===== config.mk =====
export PLATFORM = sky130hd
export DESIGN_NAME = irq_mask_ctrl
export DESIGN_NICKNAME = d
export VERILOG_FILES = /design/src/rtl/irq_mask_ctrl_pkg.sv /design/src/rtl/imc_decode.sv /design/src/rtl/imc_mask_reg.sv /design/src/rtl/imc_pend_reg.sv /design/src/rtl/imc_read_mux.sv /design/src/rtl/irq_mask_ctrl.sv
export SDC_FILE = /design/constraint.sdc
export NUM_CORES = 1
export LEC_CHECK = 0
export BUFFER_PORTS_ARGS = -buffer_cell sky130_fd_sc_hd__buf_2
export CAP_MARGIN = 0
export CORE_ASPECT_RATIO = 1.4
export CORE_MARGIN = 1.5
export CORE_UTILIZATION = 41
export CTS_CLUSTER_DIAMETER = 80
export DETAILED_ROUTE_END_ITERATION = 10
export PLACE_DENSITY = 0.71
export SLEW_MARGIN = 30
export SYNTH_ARGS = -nofsm -noshare
export SYNTH_HDL_FRONTEND = slang
export SYNTH_SLANG_ARGS = --single-unit

===== constraint.sdc =====
create_clock -name clk -period 2.4 [get_ports clk]
set_input_delay 0.48 -clock clk [delete_from_list [all_inputs] [get_ports clk]]
set_output_delay 0.48 -clock clk [all_outputs]
set_load 0.02 [all_outputs]

===== src/rtl/irq_mask_ctrl_pkg.sv =====
// Package: register addresses, bit positions and write decode type for the
// interrupt mask controller. Assumes word-level addressing on the bus.
package irq_mask_ctrl_pkg;
    localparam int REG_SET  = 0;
    localparam int REG_CLR  = 1;
    localparam int REG_MASK = 2;
    localparam int REG_PEND = 3;
    localparam int REG_LIVE = 4;

    localparam int B_RX_TRIG  = 0;
    localparam int B_RX_EMPTY = 1;
    localparam int B_RX_FULL  = 2;
    localparam int B_TX_EMPTY = 3;
    localparam int B_TX_FULL  = 4;
    localparam int B_OVERRUN  = 5;
    localparam int B_FRAMING  = 6;
    localparam int B_PARITY   = 7;
    localparam int B_RX_TMO   = 8;

    typedef enum logic [1:0] {
        OP_NONE = 2'd0,
        OP_SET  = 2'd1,
        OP_CLR  = 2'd2,
        OP_ACK  = 2'd3
    } wr_op_e;
endpackage


===== src/rtl/imc_decode.sv =====
// Bus decoder: turns one bus request into a write operation with its field
// bits, or a read request. Assumes single-cycle requests with no wait states.
module imc_decode
    import irq_mask_ctrl_pkg::*;
#(
    parameter int ADDR_W  = 3,
    parameter int FIELD_W = 13
) (
    input  logic               valid,
    input  logic               write,
    input  logic [ADDR_W-1:0]  addr,
    input  logic [FIELD_W-1:0] field,
    output logic [FIELD_W-1:0] set_bits,
    output logic [FIELD_W-1:0] clr_bits,
    output logic [FIELD_W-1:0] ack_bits,
    output logic               rd_en
);
    wr_op_e op;

    // Classify the write target.
    always_comb begin
        op = OP_NONE;
        if (valid && write) begin
            if (addr == ADDR_W'(REG_SET))       op = OP_SET;
            else if (addr == ADDR_W'(REG_CLR))  op = OP_CLR;
            else if (addr == ADDR_W'(REG_PEND)) op = OP_ACK;
        end
    end

    // Route the field bits to the selected operation.
    always_comb begin
        set_bits = (op == OP_SET) ? field : '0;
        clr_bits = (op == OP_CLR) ? field : '0;
        ack_bits = (op == OP_ACK) ? field : '0;
    end

    assign rd_en = valid && !write;
endmodule


===== src/rtl/imc_mask_reg.sv =====
// Mask register with separate set and clear inputs. When set and clear hit
// the same bit in one cycle, clear wins.
module imc_mask_reg #(
    parameter int FIELD_W = 13
) (
    input  logic               clk,
    input  logic               rst_n,
    input  logic [FIELD_W-1:0] set_bits,
    input  logic [FIELD_W-1:0] clr_bits,
    output logic [FIELD_W-1:0] mask_q
);
    // Apply set first, then clear.
    always_ff @(posedge clk) begin
        if (!rst_n) mask_q <= '0;
        else        mask_q <= (mask_q | set_bits) & ~clr_bits;
    end
endmodule


===== src/rtl/imc_pend_reg.sv =====
// Sticky pending register, one flop per source. A masked event sets its bit
// and a write-1 acknowledge clears it. The event wins over the acknowledge.
module imc_pend_reg #(
    parameter int FIELD_W = 13
) (
    input  logic               clk,
    input  logic               rst_n,
    input  logic [FIELD_W-1:0] evt,
    input  logic [FIELD_W-1:0] mask,
    input  logic [FIELD_W-1:0] ack_bits,
    output logic [FIELD_W-1:0] pend_q
);
    for (genvar i = 0; i < FIELD_W; i++) begin : g_bit
        // Per-bit set/hold/clear with event priority.
        always_ff @(posedge clk) begin
            if (!rst_n) pend_q[i] <= 1'b0;
            else        pend_q[i] <= (evt[i] & mask[i]) | (pend_q[i] & ~ack_bits[i]);
        end
    end
endmodule


===== src/rtl/imc_read_mux.sv =====
// Registered read port. The set and clear ports and any unmapped address
// return zero. The live view places the FIFO levels at their source positions.
module imc_read_mux
    import irq_mask_ctrl_pkg::*;
#(
    parameter int ADDR_W  = 3,
    parameter int DATA_W  = 32,
    parameter int FIELD_W = 13
) (
    input  logic               clk,
    input  logic               rst_n,
    input  logic               rd_en,
    input  logic [ADDR_W-1:0]  addr,
    input  logic [FIELD_W-1:0] mask,
    input  logic [FIELD_W-1:0] pend,
    input  logic [3:0]         lvl,
    output logic [DATA_W-1:0]  rdata
);
    logic [FIELD_W-1:0] live;

    // Place the live FIFO levels at their bit positions.
    always_comb begin
        live             = '0;
        live[B_RX_TRIG]  = lvl[0];
        live[B_RX_EMPTY] = lvl[1];
        live[B_TX_EMPTY] = lvl[2];
        live[B_TX_FULL]  = lvl[3];
    end

    // Capture read data on a read request.
    always_ff @(posedge clk) begin
        if (!rst_n) begin
            rdata <= '0;
        end else if (rd_en) begin
            case (addr)
                ADDR_W'(REG_MASK): rdata <= DATA_W'(mask);
                ADDR_W'(REG_PEND): rdata <= DATA_W'(pend);
                ADDR_W'(REG_LIVE): rdata <= DATA_W'(live);
                default:           rdata <= '0;
            endcase
        end
    end
endmodule


===== src/rtl/irq_mask_ctrl.sv =====
// Top of the interrupt mask controller. Connects the decoder, mask register,
// pending register and read port, and ORs the pending bits into irq_o.
// Assumes DATA_W >= FIELD_W >= EV_W.
module irq_mask_ctrl #(
    parameter int ADDR_W  = 3,
    parameter int DATA_W  = 32,
    parameter int FIELD_W = 13,
    parameter int EV_W    = 9
) (
    input  logic              clk,
    input  logic              rst_n,
    input  logic              bus_valid,
    input  logic              bus_write,
    input  logic [ADDR_W-1:0] bus_addr,
    input  logic [DATA_W-1:0] bus_wdata,
    output logic [DATA_W-1:0] bus_rdata,
    input  logic [EV_W-1:0]   evt_i,
    input  logic [3:0]        fifo_lvl_i,
    output logic              irq_o
);
    localparam int HI_W = DATA_W - FIELD_W;

    logic [FIELD_W-1:0] field;
    logic [FIELD_W-1:0] evt_ext;
    logic [FIELD_W-1:0] set_bits, clr_bits, ack_bits;
    logic [FIELD_W-1:0] mask_q, pend_q;
    logic               rd_en;
    logic [HI_W-1:0]    unused_hi;

    assign field     = bus_wdata[FIELD_W-1:0];
    assign unused_hi = bus_wdata[DATA_W-1:FIELD_W];
    assign evt_ext   = FIELD_W'(evt_i);

    imc_decode #(.ADDR_W(ADDR_W), .FIELD_W(FIELD_W)) u_dec (
        .valid(bus_valid), .write(bus_write), .addr(bus_addr), .field(field),
        .set_bits(set_bits), .clr_bits(clr_bits), .ack_bits(ack_bits), .rd_en(rd_en)
    );

    imc_mask_reg #(.FIELD_W(FIELD_W)) u_mask (
        .clk(clk), .rst_n(rst_n), .set_bits(set_bits), .clr_bits(clr_bits), .mask_q(mask_q)
    );

    imc_pend_reg #(.FIELD_W(FIELD_W)) u_pend (
        .clk(clk), .rst_n(rst_n), .evt(evt_ext), .mask(mask_q), .ack_bits(ack_bits), .pend_q(pend_q)
    );

    imc_read_mux #(.ADDR_W(ADDR_W), .DATA_W(DATA_W), .FIELD_W(FIELD_W)) u_rd (
        .clk(clk), .rst_n(rst_n), .rd_en(rd_en), .addr(bus_addr), .mask(mask_q),
        .pend(pend_q), .lvl(fifo_lvl_i), .rdata(bus_rdata)
    );

    // Interrupt line: any pending source.
    assign irq_o = |pend_q;
endmodule


# ---- Yosys cells after proc, flatten, opt, wreduce, memory -nomap -nowiden
# Cells that the tools add are included.
dict set report totals {
  regBits 58
  out_inout_bits 33
}
dict set report classes {
  n_eq_ne 7
  muxes 8
  bitwise_logic 47
  reduce_logical 5
}
# op count
set op_table {}
lappend op_table {{$mux 13} 3}
lappend op_table {{$pmux 13 s3} 1}
lappend op_table {{$and 1x1->1} 22}
lappend op_table {{$and 13x13->13} 1}
lappend op_table {{$not 1->1} 13}
lappend op_table {{$not 13->13} 1}
lappend op_table {{$or 13x13->13} 1}
lappend op_table {{$reduce_or 13->1} 1}
lappend op_table {{$or 1x1->1} 9}
lappend op_table {{$mux 2} 4}
lappend op_table {{$eq 3x2->1 const B} 2}
lappend op_table {{$eq 2x2->1 const B} 2}
lappend op_table {{$eq 3x1->1 const B} 1}
lappend op_table {{$eq 3x3->1 const B} 1}
lappend op_table {{$logic_not 3->1} 1}
lappend op_table {{$eq 2x1->1 const B} 1}
lappend op_table {{$logic_and 1x1->1} 2}
lappend op_table {{$logic_not 1->1} 1}

# ---- Longest topological paths before layout
dict set report logic_depth {
  ltp_word 10
  mapped_depth 5
}

# ---- By module
# A second synthesis with hierarchy kept.
dict set report unflattened {
  cells_unflattened 249
  area_unflattened_um2 2110.8
}
# mod instances cells_each area_each_um2 seq_area_each_um2
set by_module_without_submodules {}
lappend by_module_without_submodules {imc_read_mux 1 90 822.0 260.2}
lappend by_module_without_submodules {imc_pend_reg 1 53 536.8 260.2}
lappend by_module_without_submodules {imc_mask_reg 1 40 469.2 260.2}
lappend by_module_without_submodules {imc_decode 1 60 251.5 0.0}
lappend by_module_without_submodules {irq_mask_ctrl 1 6 31.3 0.0}

# ---- Least setup slack after synthesis
# No wires, ideal clock.
dict set report synth_timing {
  kind {input to register}
  startpoint {in bus_addr[0]}
  endpoint {reg u_rd.rdata[10]}
  arrival_ns 1.205
  t_required_ns 2.283
  setup_slack_ns 1.078
  path_stages 5
  cell_sequence {buf_6 > buf_12 > mux2_4 > a22oi_1 > nor2_1}
}
dict set report synth_via {
  elab_chain_cells 2
}
# item line
set synth_lines {}
lappend synth_lines {{start: declaration} irq_mask_ctrl.sv:14} ;# input logic [ADDR_W-1:0] bus_addr,
lappend synth_lines {{$eq 3x3->1 or $eq 3x2->1 (tied branches)} imc_read_mux.sv:35} ;# case (addr)
lappend synth_lines {{$pmux 13 s3 (*)} imc_read_mux.sv:35}
lappend synth_lines {{end signal: assignment} imc_read_mux.sv:36} ;# ADDR_W'(REG_MASK): rdata <= DATA_W'(mask);
lappend synth_lines {{end signal: assignment} imc_read_mux.sv:37} ;# ADDR_W'(REG_PEND): rdata <= DATA_W'(pend);
lappend synth_lines {{end signal: assignment} imc_read_mux.sv:38} ;# ADDR_W'(REG_LIVE): rdata <= DATA_W'(live);
lappend synth_lines {{end: declaration} imc_read_mux.sv:17} ;# output logic [DATA_W-1:0] rdata
# Every way passes the cells marked *; elsewhere a longest branch is shown, timed or not.
# A chain may end at the register's enable or synchronous reset.

# ---- Worst setup path after layout
dict set report layout_timing {
  startpoint {reg u_pend.pend_q[5]}
  endpoint {out irq_o}
}
dict set report layout_via {
  elab_chain_cells 1
}
# item line
set layout_lines {}
lappend layout_lines {{start: declaration} imc_pend_reg.sv:11} ;# output logic [FIELD_W-1:0] pend_q
lappend layout_lines {{start signal: indexed assignment} imc_pend_reg.sv:17} ;# else pend_q[i] <= (evt[i] & mask[i]) | (pend_q[i] & ~ack_bits[i]);
lappend layout_lines {{$reduce_or 13->1} irq_mask_ctrl.sv:53} ;# assign irq_o = |pend_q;
lappend layout_lines {{end: declaration} irq_mask_ctrl.sv:19} ;# output logic irq_o
# No other way between the ends.

==> flow_metrics.env <==
export IMPL_run_status="finished clean"
export IMPL_yosysUniqueCellTypes=29
export IMPL_timing_critical_path_cells="nor4_1 > nand4_1 > buf_2"
export IMPL_fillers=449
export IMPL_rsz0062_at_grt="no"
export IMPL_path_class="flip-flop to output port"
export IMPL_syn_inst=203
export IMPL_synth_area_um2=1888
export IMPL_startpoint="u_pend.pend_q[5]"
export IMPL_leakage_nw=0.9662
export IMPL_ctsResizeCount=0
export IMPL_die_width_um=60.35
export IMPL_core_area_um2=4463
export IMPL_start_kind="flip-flop"
export IMPL_p_switching_w=0.0003054
export IMPL_synth_compound_area_share_pct=13.06
export IMPL_yosysSeqAreaShare_pct=41.35
export IMPL_synth_largest_area_cell="dfxtp_1"
export IMPL_postCtsSetupRepairBufs=0
export IMPL_synth_edf_count=0
export IMPL_yosys_warnings=0
export IMPL_total_power_w=0.001200
export IMPL_fmax_mhz=572.7
export IMPL_hold_buffers=0
export IMPL_seq_power_share_pct=54.6
export IMPL_syn_to_final_growth_pct=12.59
export IMPL_synthMuxAreaShare_pct=15.37
export IMPL_cts_htree_levels=2
export IMPL_viasPerCell=4.945
export IMPL_portBuffers=46
export IMPL_vdd_ir_drop_max_v=0.0002684
export IMPL_final_layout_size_suffix_gt1_share_pct=27.53
export IMPL_ant_nets=0
export IMPL_drt_initial_drc_count=24
export IMPL_track_usage_pct=16.78
export IMPL_cp_slowest_cell="dfxtp_1"
export IMPL_combPwrFrac_pct=10.0
export IMPL_critical_path_buf_inv_count=1
export IMPL_p_clk_share_pct=35.4
export IMPL_grt_pass1_vias=1429
export IMPL_r2r_start="u_mask.mask_q[7]"
export IMPL_drc=0
export IMPL_powerDensity_nw_per_um2=564.3
export IMPL_swShare_pct=25.46
export IMPL_yosys_top_cells_area="dfxtp_1 41%, mux2i_1 9.0%, buf_4 8.3%"
export IMPL_fin_crit_ns=1.746
export IMPL_skew_ns=0.003674
export IMPL_slew_violations=0
export IMPL_grt_antenna_before_repair=0
export IMPL_internal_power_w=0.0008942
export IMPL_relSlewSlack_pct=65.89
export IMPL_vias=1528
export IMPL_wire_per_inst_um=12.82
export IMPL_synthArstFlopShare_pct=0
export IMPL_synth_simple_area_share_pct=16.63
export IMPL_gp_congestion=0.8060
export IMPL_worst_path_dominant_cell_family="simple AND/OR/NAND/NOR gates"
export IMPL_clock_sinks=39
export IMPL_finalHoldViolCount=0
export IMPL_die_h_um=83.30
export IMPL_worst_slew_pin_slew_ns=0.5085
export IMPL_required_ns=1.92
export IMPL_synthAdderAreaFrac_pct=0
export IMPL_grt_max_degree=19
export IMPL_worstSkewPairLatency_ns=0.29
export IMPL_nNetsFinal=298
export IMPL_synth_top_family_by_area="simple AND/OR/NAND/NOR gates"
export IMPL_ys_seq_elements=39
export IMPL_register_area_um2=780.7
export IMPL_dr_pass1_iters=4
export IMPL_num_antenna_cells=0
export IMPL_clock_path_buffers=2
export IMPL_crit_fanout=3
export IMPL_die_area_um2=5027
export IMPL_maxCapViolCount=0
export IMPL_wl_um=3961
export IMPL_ios=85
export IMPL_hp_class="input pin to flip-flop"
export IMPL_arrival_ns=1.27
export IMPL_grt_overflow=0
export IMPL_setup_viol=0
export IMPL_start_util_pct=42.30
export IMPL_multiInputGateArea_um2=922.1
export IMPL_rows=29
export IMPL_grt_first_pass_wirelength_um=6292
export IMPL_setup_tns_ns=0
export IMPL_yosys_most_used_dff="dfxtp_1"
export IMPL_crit_path_max_incr_delay_ns=0.34
export IMPL_synth_top_area_share_pct=41.35
export IMPL_worstHoldStart="bus_wdata[10]"
export IMPL_cts_tree="yes"
export IMPL_cts_buffers=5
export IMPL_netlist_top_cells_count="39 x dfxtp_1, 39 x nand2_1, 21 x buf_4"
export IMPL_synth_xor_area_share_pct=0
export IMPL_fin_crit_sh_pct=72.76
export IMPL_cp_end_kind="output port"
export IMPL_avgSynthCellArea_um2=9.301
export IMPL_cts_root_buffer="clkbuf_8"
export IMPL_hpwl_um=2965
export IMPL_clk_pin_slew_worst_paths_ns=0.07
## power by group through the flow
| stage | Clock [W] | Sequential (W) | Combinational (W) |
|---|---|---|---|
| 2_1_floorplan | 0 | 0.000671 | 0.000105 |
| 3_3_place_gp | 0 | 0.000670 | 0.000119 |
| 3_5_place_dp | 0 | 0.000670 | 0.000120 |
| 4_1_cts | 0.000435 | 0.000655 | 0.000120 |
| 5_1_grt | 0.000459 | 0.000656 | 0.000131 |
| 6_report | 0.000424 | 0.000655 | 0.000120 |
## per-stage QoR
| step | worst slack, ns | area (um^2) | utilization (%) | cells | hold WS [ns] |
|---|---|---|---|---|---|
| 4_1_cts | 0.6423 | 2126 | 47.63 | 309 | 0.3587 |
| 2_1_floorplan | 1.078 | 1956 | - | 221 | 0.4242 |
| 6_report | 0.6538 | 2126 | 47.63 | 309 | 0.3669 |
| 3_5_place_dp | 0.6514 | 2044 | 45.81 | 301 | 0.4443 |
| 3_3_place_gp | 0.7169 | 2044 | 45.81 | 301 | 0.4412 |
| 5_1_grt | 0.5994 | 2126 | 47.63 | 309 | 0.3637 |
## cell families (layout without fill, tap and decap cells)
family	count (synthesis)	in the layout
mux	26	26
flops	39	39
other cells	1	19
simple gates	67	67
buf+inv	35	61
compound gates	35	35
## per-layer routing
layer	share of wire, %	vias up	wire (um)	track usage [%]
met1	41	701	1637	18.73
met2	51	56	2026	28.36
met5	0	-	0	0
met3	5.8	6	230	4.050
met4	1.7	0	68	8.485
li1	-	765	-	-
## sequential cells by signal, summed over array words and instances (netlist names)
register	flops
u_mask.mask_q	13
u_pend.pend_q	13
u_rd.rdata	13
## layout by cell type (no fill, tap or decap), drive strengths merged
master	instances
buf	48
nand2	40
dfxtp	39
conb	19
mux2i	17
a21oi	13
nor2	11
a311oi	9
a22oi	9
mux2	9
clkbuf	7
nand3	5
inv	4
o221ai	4
nor4	2
nand4	2
nand2b	2
clkinv	2
and4bb	2
nor3	1
nor3b	1
nor2b	1
## final cells by class
type / count / share of cell area [%]
sequential: 39 / 36.73
inverter: 5 / 0.8829
timing repair buffer: 48 / 11.54
clock buffer: 7 / 3.590
multi-input combinational: 147 / 43.38
tap: 62 / 3.649
clock inverter: 1 / 0.2354
## final timing paths
| path | endpoint | slack, ns | depth (start not counted) |
|---|---|---|---|
| worst max-delay path | irq_o | 0.65 | 3 |
| worst max register to register | u_rd.rdata[7] | 1.43 | 3 |
| worst min-delay path | u_pend.pend_q[10] | 0.37 | 2 |
| worst min register to register | u_pend.pend_q[10] | 0.46 | 2 |
Note: power is estimated with default switching activity, not from simulation.
